## config.mk

```make
export PLATFORM = sky130hd
export DESIGN_NAME = i2c_slv_errclass
export DESIGN_NICKNAME = d
export VERILOG_FILES = /design/src/rtl/i2cec_pkg.sv /design/src/rtl/i2cec_seq.sv /design/src/rtl/i2cec_mem.sv /design/src/rtl/i2cec_errsel.sv /design/src/rtl/i2c_slv_errclass.sv
export SDC_FILE = /design/constraint.sdc
export NUM_CORES = 1
export LEC_CHECK = 0
export BUFFER_PORTS_ARGS = -buffer_cell sky130_fd_sc_hd__buf_4
export CELL_PAD_IN_SITES_DETAIL_PLACEMENT = 0
export CELL_PAD_IN_SITES_GLOBAL_PLACEMENT = 1
export CORE_ASPECT_RATIO = 1.2
export CORE_MARGIN = 1
export CORE_UTILIZATION = 33
export DETAILED_ROUTE_END_ITERATION = 6
export PLACE_DENSITY = 0.66
export SLEW_MARGIN = 20
export SYNTH_ARGS = -nofsm -noshare
export SYNTH_HDL_FRONTEND = slang
export SYNTH_SLANG_ARGS = --single-unit
```

## constraint.sdc

```tcl
create_clock -name clk -period 5.85 [get_ports clk]
set_input_delay 1.755 -clock clk [delete_from_list [all_inputs] [get_ports clk]]
set_output_delay 1.755 -clock clk [all_outputs]
set_load 0.02 [all_outputs]
```

## src/rtl/i2cec_pkg.sv

```systemverilog
package i2cec_pkg;

   typedef enum logic [2:0] {
      ST_IDLE,
      ST_DEV,
      ST_MADR,
      ST_WDATA,
      ST_RDATA
   } seq_st_e;

   typedef struct packed {
      logic [3:0] grp;
      logic [7:0] code;
   } log_rec_t;

   localparam logic [3:0] GRP_I2C  = 4'h1;
   localparam logic [7:0] C_NOACK  = 8'h11;
   localparam logic [7:0] C_ADRCUT = 8'h12;
   localparam logic [7:0] C_UNEXP  = 8'h13;
   localparam logic [7:0] C_CKSUM  = 8'h14;

endpackage

```

## src/rtl/i2cec_seq.sv

```systemverilog
module i2cec_seq
   import i2cec_pkg::*;
#(
   parameter int          ADDR_BYTES = 3,
   parameter int          WORD_BYTES = 4,
   parameter logic [6:0]  DEV_ADDR   = 7'h50
) (
   input  logic       clk,
   input  logic       rst_n,
   input  logic       ev_start,
   input  logic       ev_stop,
   input  logic       ev_byte,
   input  logic [7:0] byte_in,
   input  logic       ack_ok,
   output logic       err_adrcut,
   output logic       err_unexp,
   output logic       err_nack,
   output logic       adr_shift,
   output logic       adr_last,
   output logic       dat_shift,
   output logic       dat_last,
   output logic       abort
);

   localparam int MAXB  = (ADDR_BYTES > WORD_BYTES) ? ADDR_BYTES : WORD_BYTES;
   localparam int CNT_W = $clog2(MAXB) + 1;
   localparam logic [CNT_W-1:0] A_LAST = CNT_W'(ADDR_BYTES - 1);
   localparam logic [CNT_W-1:0] W_LAST = CNT_W'(WORD_BYTES - 1);

   seq_st_e          st, st_n;
   logic [CNT_W-1:0] cnt, cnt_n;
   logic             bus_edge, byte_ev, dev_hit;

   assign bus_edge = ev_start | ev_stop;
   assign byte_ev  = ev_byte & ~bus_edge;
   assign dev_hit  = (byte_in[7:1] == DEV_ADDR);

   // phase-based classification of bus events
   always_comb begin
      err_adrcut = bus_edge && (st == ST_MADR);
      err_unexp  = bus_edge && ((st == ST_DEV) || ((st == ST_WDATA) && (cnt != '0)));
      err_nack   = byte_ev && !ack_ok &&
                   (((st == ST_DEV) && dev_hit) || (st == ST_MADR) || (st == ST_WDATA));
      adr_shift  = byte_ev && ack_ok && (st == ST_MADR);
      adr_last   = adr_shift && (cnt == A_LAST);
      dat_shift  = byte_ev && ack_ok && (st == ST_WDATA);
      dat_last   = dat_shift && (cnt == W_LAST);
      abort      = err_adrcut | err_unexp | err_nack;
   end

   always_comb begin
      st_n  = st;
      cnt_n = cnt;
      if (ev_start) begin
         st_n  = ST_DEV;
         cnt_n = '0;
      end else if (ev_stop) begin
         st_n  = ST_IDLE;
         cnt_n = '0;
      end else if (ev_byte) begin
         case (st)
            ST_DEV: begin
               cnt_n = '0;
               if (dev_hit && ack_ok) st_n = byte_in[0] ? ST_RDATA : ST_MADR;
               else                   st_n = ST_IDLE;
            end
            ST_MADR: begin
               if (!ack_ok) begin
                  st_n  = ST_IDLE;
                  cnt_n = '0;
               end else if (cnt == A_LAST) begin
                  st_n  = ST_WDATA;
                  cnt_n = '0;
               end else begin
                  cnt_n = cnt + CNT_W'(1);
               end
            end
            ST_WDATA: begin
               if (!ack_ok) begin
                  st_n  = ST_IDLE;
                  cnt_n = '0;
               end else if (cnt == W_LAST) begin
                  cnt_n = '0;
               end else begin
                  cnt_n = cnt + CNT_W'(1);
               end
            end
            ST_RDATA: begin
               if (!ack_ok) st_n = ST_IDLE;
            end
            default: ;
         endcase
      end
   end

   always_ff @(posedge clk or negedge rst_n) begin
      if (!rst_n) begin
         st  <= ST_IDLE;
         cnt <= '0;
      end else begin
         st  <= st_n;
         cnt <= cnt_n;
      end
   end

endmodule

```

## src/rtl/i2cec_mem.sv

```systemverilog
module i2cec_mem #(
   parameter int ADDR_W     = 22,
   parameter int ADDR_BYTES = 3,
   parameter int WORD_BYTES = 4
) (
   input  logic                    clk,
   input  logic                    rst_n,
   input  logic [7:0]              byte_in,
   input  logic                    adr_shift,
   input  logic                    adr_last,
   input  logic                    dat_shift,
   input  logic                    dat_last,
   output logic [ADDR_W-1:0]       mem_addr,
   output logic                    wr_vld,
   output logic [ADDR_W-1:0]       wr_addr,
   output logic [8*WORD_BYTES-1:0] wr_data
);

   localparam int AS_W = 8 * (ADDR_BYTES - 1);
   localparam int DS_W = 8 * (WORD_BYTES - 1);

   // partial bytes; after a full count every bit has been replaced
   logic [AS_W-1:0] adr_sh;
   logic [DS_W-1:0] dat_sh;

   always_ff @(posedge clk or negedge rst_n) begin
      if (!rst_n) begin
         adr_sh   <= '0;
         dat_sh   <= '0;
         mem_addr <= '0;
         wr_vld   <= 1'b0;
         wr_addr  <= '0;
         wr_data  <= '0;
      end else begin
         wr_vld <= dat_last;
         if (adr_shift) adr_sh <= AS_W'({adr_sh, byte_in});
         if (dat_shift) dat_sh <= DS_W'({dat_sh, byte_in});
         if (adr_last) begin
            mem_addr <= ADDR_W'({adr_sh, byte_in});
         end else if (dat_last) begin
            wr_addr  <= mem_addr;
            wr_data  <= {dat_sh, byte_in};
            mem_addr <= mem_addr + ADDR_W'(1);
         end
      end
   end

endmodule

```

## src/rtl/i2cec_errsel.sv

```systemverilog
module i2cec_errsel
   import i2cec_pkg::*;
#(
   parameter bit LOG_REG = 1'b1
) (
   input  logic       clk,
   input  logic       rst_n,
   input  logic       report_en,
   input  logic       err_adrcut,
   input  logic       err_unexp,
   input  logic       err_nack,
   input  logic       mst_nack,
   input  logic       cksum_bad,
   input  logic       abort,
   output logic       log_vld,
   output logic [3:0] log_grp,
   output logic [7:0] log_code,
   output logic       op_abort
);

   log_rec_t sel;
   logic     any_err;

   // fixed precedence: first match wins
   always_comb begin
      sel.grp = GRP_I2C;
      if (err_adrcut)     sel.code = C_ADRCUT;
      else if (err_unexp) sel.code = C_UNEXP;
      else if (err_nack)  sel.code = C_NOACK;
      else if (mst_nack)  sel.code = C_NOACK;
      else                sel.code = C_CKSUM;
      any_err = report_en & (err_adrcut | err_unexp | err_nack | mst_nack | cksum_bad);
   end

   generate
      if (LOG_REG) begin : g_reg
         always_ff @(posedge clk or negedge rst_n) begin
            if (!rst_n) begin
               log_vld  <= 1'b0;
               log_grp  <= '0;
               log_code <= '0;
               op_abort <= 1'b0;
            end else begin
               log_vld  <= any_err;
               op_abort <= abort;
               if (any_err) begin
                  log_grp  <= sel.grp;
                  log_code <= sel.code;
               end
            end
         end
      end else begin : g_comb
         assign log_vld  = any_err;
         assign log_grp  = any_err ? sel.grp  : '0;
         assign log_code = any_err ? sel.code : '0;
         assign op_abort = abort;
      end
   endgenerate

endmodule

```

## src/rtl/i2c_slv_errclass.sv

```systemverilog
module i2c_slv_errclass #(
   parameter int         ADDR_W     = 22,
   parameter int         ADDR_BYTES = 3,
   parameter int         WORD_BYTES = 4,
   parameter logic [6:0] DEV_ADDR   = 7'h50,
   parameter bit         LOG_REG    = 1'b1
) (
   input  logic                    clk,
   input  logic                    rst_n,
   input  logic                    report_en,
   input  logic                    ev_start,
   input  logic                    ev_stop,
   input  logic                    ev_byte,
   input  logic [7:0]              byte_in,
   input  logic                    ack_ok,
   input  logic                    mst_nack,
   input  logic                    cksum_bad,
   output logic                    log_vld,
   output logic [3:0]              log_grp,
   output logic [7:0]              log_code,
   output logic                    op_abort,
   output logic [ADDR_W-1:0]       mem_addr,
   output logic                    wr_vld,
   output logic [ADDR_W-1:0]       wr_addr,
   output logic [8*WORD_BYTES-1:0] wr_data
);

   generate
      if (ADDR_BYTES < 2) begin : g_bad_abytes
         $error("ADDR_BYTES must be at least 2");
      end
      if (ADDR_W > 8 * ADDR_BYTES || ADDR_W <= 8 * (ADDR_BYTES - 1)) begin : g_bad_aw
         $error("ADDR_W must need exactly ADDR_BYTES bytes");
      end
      if (WORD_BYTES < 2) begin : g_bad_wbytes
         $error("WORD_BYTES must be at least 2");
      end
   endgenerate

   logic err_adrcut, err_unexp, err_nack;
   logic adr_shift, adr_last, dat_shift, dat_last, abort;

   i2cec_seq #(
      .ADDR_BYTES (ADDR_BYTES),
      .WORD_BYTES (WORD_BYTES),
      .DEV_ADDR   (DEV_ADDR)
   ) u_seq (
      .clk        (clk),
      .rst_n      (rst_n),
      .ev_start   (ev_start),
      .ev_stop    (ev_stop),
      .ev_byte    (ev_byte),
      .byte_in    (byte_in),
      .ack_ok     (ack_ok),
      .err_adrcut (err_adrcut),
      .err_unexp  (err_unexp),
      .err_nack   (err_nack),
      .adr_shift  (adr_shift),
      .adr_last   (adr_last),
      .dat_shift  (dat_shift),
      .dat_last   (dat_last),
      .abort      (abort)
   );

   i2cec_mem #(
      .ADDR_W     (ADDR_W),
      .ADDR_BYTES (ADDR_BYTES),
      .WORD_BYTES (WORD_BYTES)
   ) u_mem (
      .clk       (clk),
      .rst_n     (rst_n),
      .byte_in   (byte_in),
      .adr_shift (adr_shift),
      .adr_last  (adr_last),
      .dat_shift (dat_shift),
      .dat_last  (dat_last),
      .mem_addr  (mem_addr),
      .wr_vld    (wr_vld),
      .wr_addr   (wr_addr),
      .wr_data   (wr_data)
   );

   i2cec_errsel #(
      .LOG_REG (LOG_REG)
   ) u_errsel (
      .clk        (clk),
      .rst_n      (rst_n),
      .report_en  (report_en),
      .err_adrcut (err_adrcut),
      .err_unexp  (err_unexp),
      .err_nack   (err_nack),
      .mst_nack   (mst_nack),
      .cksum_bad  (cksum_bad),
      .abort      (abort),
      .log_vld    (log_vld),
      .log_grp    (log_grp),
      .log_code   (log_code),
      .op_abort   (op_abort)
   );

endmodule

```

==> results of run 1 <==
[cells in the mapped netlist, drive strengths merged (2+ instances only)]
library cell / count / share of area
inv: 16 / 0.011
o211ai: 5 / 0.0067
nor4: 3 / 0.0034
or2: 2 / 0.0022
a21oi: 9 / 0.0081
nand3: 17 / 0.021
nand2: 190 / 0.13
nor3: 6 / 0.0074
o21ai: 26 / 0.023
nand4: 2 / 0.0022
ha: 6 / 0.013
dfrtp: 127 / 0.57
a311oi: 2 / 0.0031
buf: 24 / 0.027
and3b: 2 / 0.0031
or4: 2 / 0.0027
and2: 3 / 0.0034
mux2: 38 / 0.077
nor2: 19 / 0.014
nor2b: 3 / 0.0034
o311ai: 11 / 0.017
mux2i: 2 / 0.0036
a31oi: 4 / 0.0045
a41oi: 2 / 0.0031
clkbuf: 9 / 0.0063
a32oi: 2 / 0.0031
[how the worst min path moves through the flow]
stage                                        from                       endpoint  slack, ns
finish               u_mem.dat_sh[22]$_DFFE_PN0P_  u_mem.wr_data[30]$_DFFE_PN0P_       0.46
global route        u_mem.wr_addr[13]$_DFFE_PN0P_  u_mem.wr_addr[13]$_DFFE_PN0P_       0.49
CTS                  u_mem.dat_sh[22]$_DFFE_PN0P_  u_mem.wr_data[30]$_DFFE_PN0P_       0.47
detailed placement   u_mem.dat_sh[22]$_DFFE_PN0P_  u_mem.wr_data[30]$_DFFE_PN0P_       0.45
global placement     u_mem.dat_sh[22]$_DFFE_PN0P_  u_mem.wr_data[30]$_DFFE_PN0P_       0.45
floorplan            u_mem.dat_sh[16]$_DFFE_PN0P_  u_mem.wr_data[24]$_DFFE_PN0P_       0.43
[area by class of cell]
type | instances | area, sq um | share of cell area
Sequential cell | 127 | 3180 | 0.451
Multi-Input combinational cell | 385 | 2190 | 0.312
Timing Repair Buffer | 103 | 777 | 0.110
Clock buffer | 21 | 450 | 0.0640
Tap cell | 212 | 265 | 0.0377
Clock inverter | 11 | 116 | 0.0165
Inverter | 16 | 60.1 | 0.00853
[worst max-delay path: stages]
cell	delay [ns]
buf_4	0.13
nor2_2	0.30
and4_1	0.79
nor2_2	0.29
o21ai_0	0.24
o311ai_0	0.14
[layer usage]
metal  up-vias  GRT usage
met5         -          0
met4         0     0.0741
met3        17     0.0394
met2       105      0.269
met1      2099      0.217
li1       2058          -
[placed cells by master, fill, tap and decap left out, types with 4 or more instances in the layout]
master / Yosys / final
a21oi_1: 9 / 9
a31oi_1: 4 / 4
buf_4: 9 / 102
clkbuf_16: 0 / 17
clkinv_2: 0 / 5
conb_1: 1 / 7
dfrtp_1: 127 / 127
ha_1: 6 / 6
inv_1: 15 / 15
mux2_2: 38 / 38
nand2_1: 189 / 188
nand3_1: 12 / 12
nand3_2: 4 / 4
nor2_1: 17 / 17
nor3_1: 5 / 5
o211ai_1: 5 / 5
o21ai_0: 26 / 26
o311ai_0: 10 / 10
[power groups by stage]
stage	registers, uW	logic [uW]	clock network (uW)
2_1_floorplan	918	30.1	0
3_3_place_gp	915	75.4	0
3_5_place_dp	916	76.5	0
4_1_cts	900	76.5	1040
5_1_grt	902	82.7	1080
6_report	901	74.2	1010
[cell families (layout without fill, tap and decap cells)]
group                    count (synthesis)  in the layout  synth area share
AND/OR/NAND/NOR                        258            258             0.205
flip-flops                             127            127             0.568
AO/OA/AOI/OAI                           73             73            0.0870
buffers and inverters                   49            151            0.0439
multiplexers                            40             40            0.0801
adder cells (fa/ha/maj)                  6              6            0.0134
other                                    1              7          0.000671
XOR/XNOR                                 1              1           0.00157
[sequential cells by signal, indices dropped and copies added (netlist names)]
register,count
u_mem.wr_data,32
u_mem.dat_sh,24
u_mem.mem_addr,22
u_mem.wr_addr,22
u_mem.adr_sh,14
u_errsel.log_code,4
u_seq.cnt,3
u_seq.st,3
u_errsel.log_vld,1
u_errsel.op_abort,1
u_mem.wr_vld,1
[metrics by stage]
stage,util,instances,setup WS (ns)
floorplan,-,561,2.76
global placement,0.395,843,2.10
detailed placement,0.395,843,2.00
CTS,0.429,875,2.46
global route,0.429,875,2.27
finish,0.429,875,2.45
==> flow_summary.ini, run 1 <==
[layout]
final_area_sq_um = 7040
fin_nets = 673
layout-drive-gt1-share = 0.281
area_growth_pct = 25.9
antenna_cells = 0
n_fill_cell = 1622

[power_and_ir_drop]
swShare = 0.220
ir_drop_uv = 139
p_seq_frac = 0.453
power_leakage_uw = 0.00364
power_switching_uw = 438
p_comb_frac = 0.037
power_density_nw_per_um2 = 283
p_int_uw = 1550
pwr-share-clk = 0.510
total_power_uw = 1990

[global_routing]
grt_max_degree = 91
grt_pass1_wl_mm = 22.3
antenna_found_initial = 0
grt_pass1_vias = 4195
overflow = 0
grt_usage = 0.168

[die]
die_w_um = 121
ios = 108
die_area_sq_um = 17500
core_area_sq_um = 16400
start_util = 0.341
num_rows = 51
die-height_um = 145

[timing]
slew_headroom = 0.426
rsz0062_at_grt = false
hold_ws_ns = 0.464
finalSetupViolCount = 0
tns_ns = 0
worstMarginPinSlew_ns = 0.862
hold_violations = 0
slew_viol_final = 0
fin_skew_ns = 0.0114
fin_crit_sh = 0.582
fmax_mhz = 294
period_minus_slack_ns = 3.40

[run]
cap_violations = 0

[place]
io_buffers = 100
placed_cell_area_sq_um = 6470
place.gp.congestion = 0.817
post-dp-hpwl_mm = 9.22

[clock_network]
ctsHoldBuffers = 0
post_cts_buffers = 0
root_buffer = clkbuf_16
clock_path_buffers = 2
cts_buffers = 17
path_clk_slew_ns = 0.06
clock_latency_ns = 0.42
cts_max_level = 4
clkSinkCount = 127
cts_tree = done
cts-resized-gates = 0

[routing]
first_pass_iters = 5
routedWlPerCell_um = 15.8
vias = 4279
vias_per_cell = 4.89
drtAntennaViolNets = 0
drc = 0
m1WireLength_mm = 6.31
finalWirelength_mm = 13.8
topRoutingLayerUsed = met4
wl_met2_mm = 6.71
drt_iter0_markers = 250
met3_length_um = 607

[setup_path]
startpoint = ev_start
crit_fanout = 23
critPathKind = in -> reg
r2r_cells = 5
endpoint = u_mem.mem_addr[3]$_DFFE_PN0P_
required_ns = 6.10
worst_setup_path_start_kind = input pin
r2r-end = u_mem.mem_addr[3]$_DFFE_PN0P_
r2r_start = u_seq.st[0]$_DFFE_PN0P_
cp.arrival_ns = 3.66
r2r_setup_slack_ns = 3.34
end_kind = register

[logic_synthesis]
ys_warn_count = 0
syn_area_per_cell_sq_um = 10.1
synth_seq_area_share = 0.568
syn-cell-area_sq_um = 5590
synthArstFlopShare = 1.00
ys.flop_type = dfrtp_1
synth_edf_count = 0
yosys.cell_types.count = 60
synth_seq_cells = 127
synthCells = 555

[outcome]
outcome = completed

[worst_hold_path]
hold_class = reg -> reg
whs_path_depth = 2
Note: power is estimated with default switching activity, not from simulation.
==> run 2, diff against run 1 <==
--- a/config.mk
+++ b/config.mk
@@ -12,7 +12,7 @@
 export CORE_MARGIN = 1
 export CORE_UTILIZATION = 33
 export DETAILED_ROUTE_END_ITERATION = 6
-export PLACE_DENSITY = 0.66
+export PLACE_DENSITY = 0.69
 export SLEW_MARGIN = 20
 export SYNTH_ARGS = -nofsm -noshare
 export SYNTH_HDL_FRONTEND = slang
==> constraint.sdc (replaced) <==
create_clock -name clk -period 2.8 [get_ports clk]
set_input_delay 0.84 -clock clk [delete_from_list [all_inputs] [get_ports clk]]
set_output_delay 0.84 -clock clk [all_outputs]
set_load 0.02 [all_outputs]
==> flow_summary.ini, run 2 (synthesis gave the netlist of run 1 again) <==
[clock_network]
post_cts_buffers = 0
cts_buffers = 17
path_clk_slew_ns = 0.06
cts_max_level = 4
clock_latency_ns = 0.42
cts-resized-gates = 0
clkSinkCount = 127
clock_path_buffers = 2
ctsHoldBuffers = 0
cts_tree = done
root_buffer = clkbuf_16

[outcome]
outcome = completed

[timing]
finalSetupViolCount = 0
fin_crit_sh = 0.838
slew_headroom = 0.439
hold_violations = 0
period_minus_slack_ns = 2.35
fmax_mhz = 426
rsz0062_at_grt = false
worstMarginPinSlew_ns = 0.842
tns_ns = 0
slew_viol_final = 0
fin_skew_ns = 0.00881

[routing]
vias = 4371
drt_iter0_markers = 244
finalWirelength_mm = 13.9
drc = 0
first_pass_iters = 4
drtAntennaViolNets = 0
vias_per_cell = 4.95
routedWlPerCell_um = 15.8

[setup_path]
required_ns = 3.07
cp.arrival_ns = 2.62
critPathKind = reg -> reg
r2r_cells = 8
worst_setup_path_start_kind = register
end_kind = register
crit_fanout = 79

[global_routing]
antenna_found_initial = 0
grt_usage = 0.170
grt_pass1_wl_mm = 22.5
grt_max_degree = 80
overflow = 0
grt_pass1_vias = 4225

[layout]
largest_reg_flops = 32
top_register = u_mem.wr_data
layout_commonest_cell = nand2_1
final_area_sq_um = 7130
area_growth_pct = 27.5
largest_registers = u_mem.wr_data: 32 flops, u_mem.dat_sh: 24 flops
multi_input_area_sq_um = 2190
antenna_cells = 0
register_area_sq_um = 3180
layout-drive-gt1-share = 0.291
layout_common_cells = nand2_1 (189), dfrtp_1 (127), buf_4 (110), mux2_2 (38), o21ai_0 (26)
n_fill_cell = 1605
final_core_util = 0.435
fin_nets = 682

[die]
core_area_sq_um = 16400
num_rows = 51
ios = 108
die-height_um = 145
start_util = 0.341
die_w_um = 121
die_area_sq_um = 17500

[place]
io_buffers = 100
placed_cell_area_sq_um = 6550
post-dp-hpwl_mm = 9.62
place.gp.congestion = 0.835

[power_and_ir_drop]
ir_drop_uv = 302
power_density_nw_per_um2 = 587
power_leakage_uw = 0.00370
total_power_uw = 4180

[run]
cap_violations = 0

[worst_hold_path]
hold_class = in -> async
## run 2: critical path, cell delays in order, from the launching register on
cell	delay, ns
dfrtp_1	0.40
ha_1	0.21
ha_1	0.18
and2_1	0.18
nand3_2	0.09
buf_4	0.66
a21oi_1	0.09
o21ai_0	0.20
o311ai_0	0.15
## run 2: final cells by class
class,instances,area share
inverter,16,0.00842
timing repair buffer,112,0.120
multi-input combinational,385,0.307
clock inverter,12,0.0193
clock buffer,19,0.0621
tap,212,0.0372
sequential,127,0.446
## run 2: routing by layer
metal,vias up,part of all wire,routed length [um],GRT usage
met5,-,0,0,0
met4,0,0.022,313,0.0767
met3,24,0.038,532,0.0343
met2,96,0.48,6700,0.271
met1,2161,0.46,6370,0.222
li1,2090,-,-,-
## run 2: per-stage QoR
step / worst slack (ns) / std cells / hold WS [ns]
finish: 0.454 / 883 / 0.314
global route: 0.212 / 883 / 0.328
CTS: 0.448 / 883 / 0.313
detailed placement: 0.283 / 852 / 0.454
global placement: 0.299 / 852 / 0.447
floorplan: 0.626 / 561 / 0.433
## run 2: worst paths after layout
path / from / endpoint / slack [ns]
worst max-delay path: u_seq.cnt[1]$_DFFE_PN0P_ / u_mem.mem_addr[10]$_DFFE_PN0P_ / 0.45
worst min-delay path: rst_n / u_mem.wr_data[3]$_DFFE_PN0P_ / 0.31
worst min register to register: u_mem.dat_sh[18]$_DFFE_PN0P_ / u_mem.wr_data[26]$_DFFE_PN0P_ / 0.47
worst max register to register: u_seq.cnt[1]$_DFFE_PN0P_ / u_mem.mem_addr[10]$_DFFE_PN0P_ / 0.45
min in group clk: u_mem.dat_sh[18]$_DFFE_PN0P_ / u_mem.wr_data[26]$_DFFE_PN0P_ / 0.47
max in group asynchronous: rst_n / u_mem.wr_data[12]$_DFFE_PN0P_ / 1.84
## run 2: where the power goes
| group | leakage (uW) | switching, uW | total (uW) | internal, uW |
|---|---|---|---|---|
| logic | 0.00168 | 100 | 159 | 58.7 |
| clock network | 0.000279 | 813 | 2140 | 1330 |
| registers | 0.00174 | 20.1 | 1880 | 1860 |
| total | 0.00370 | 933 | 4180 | 3250 |
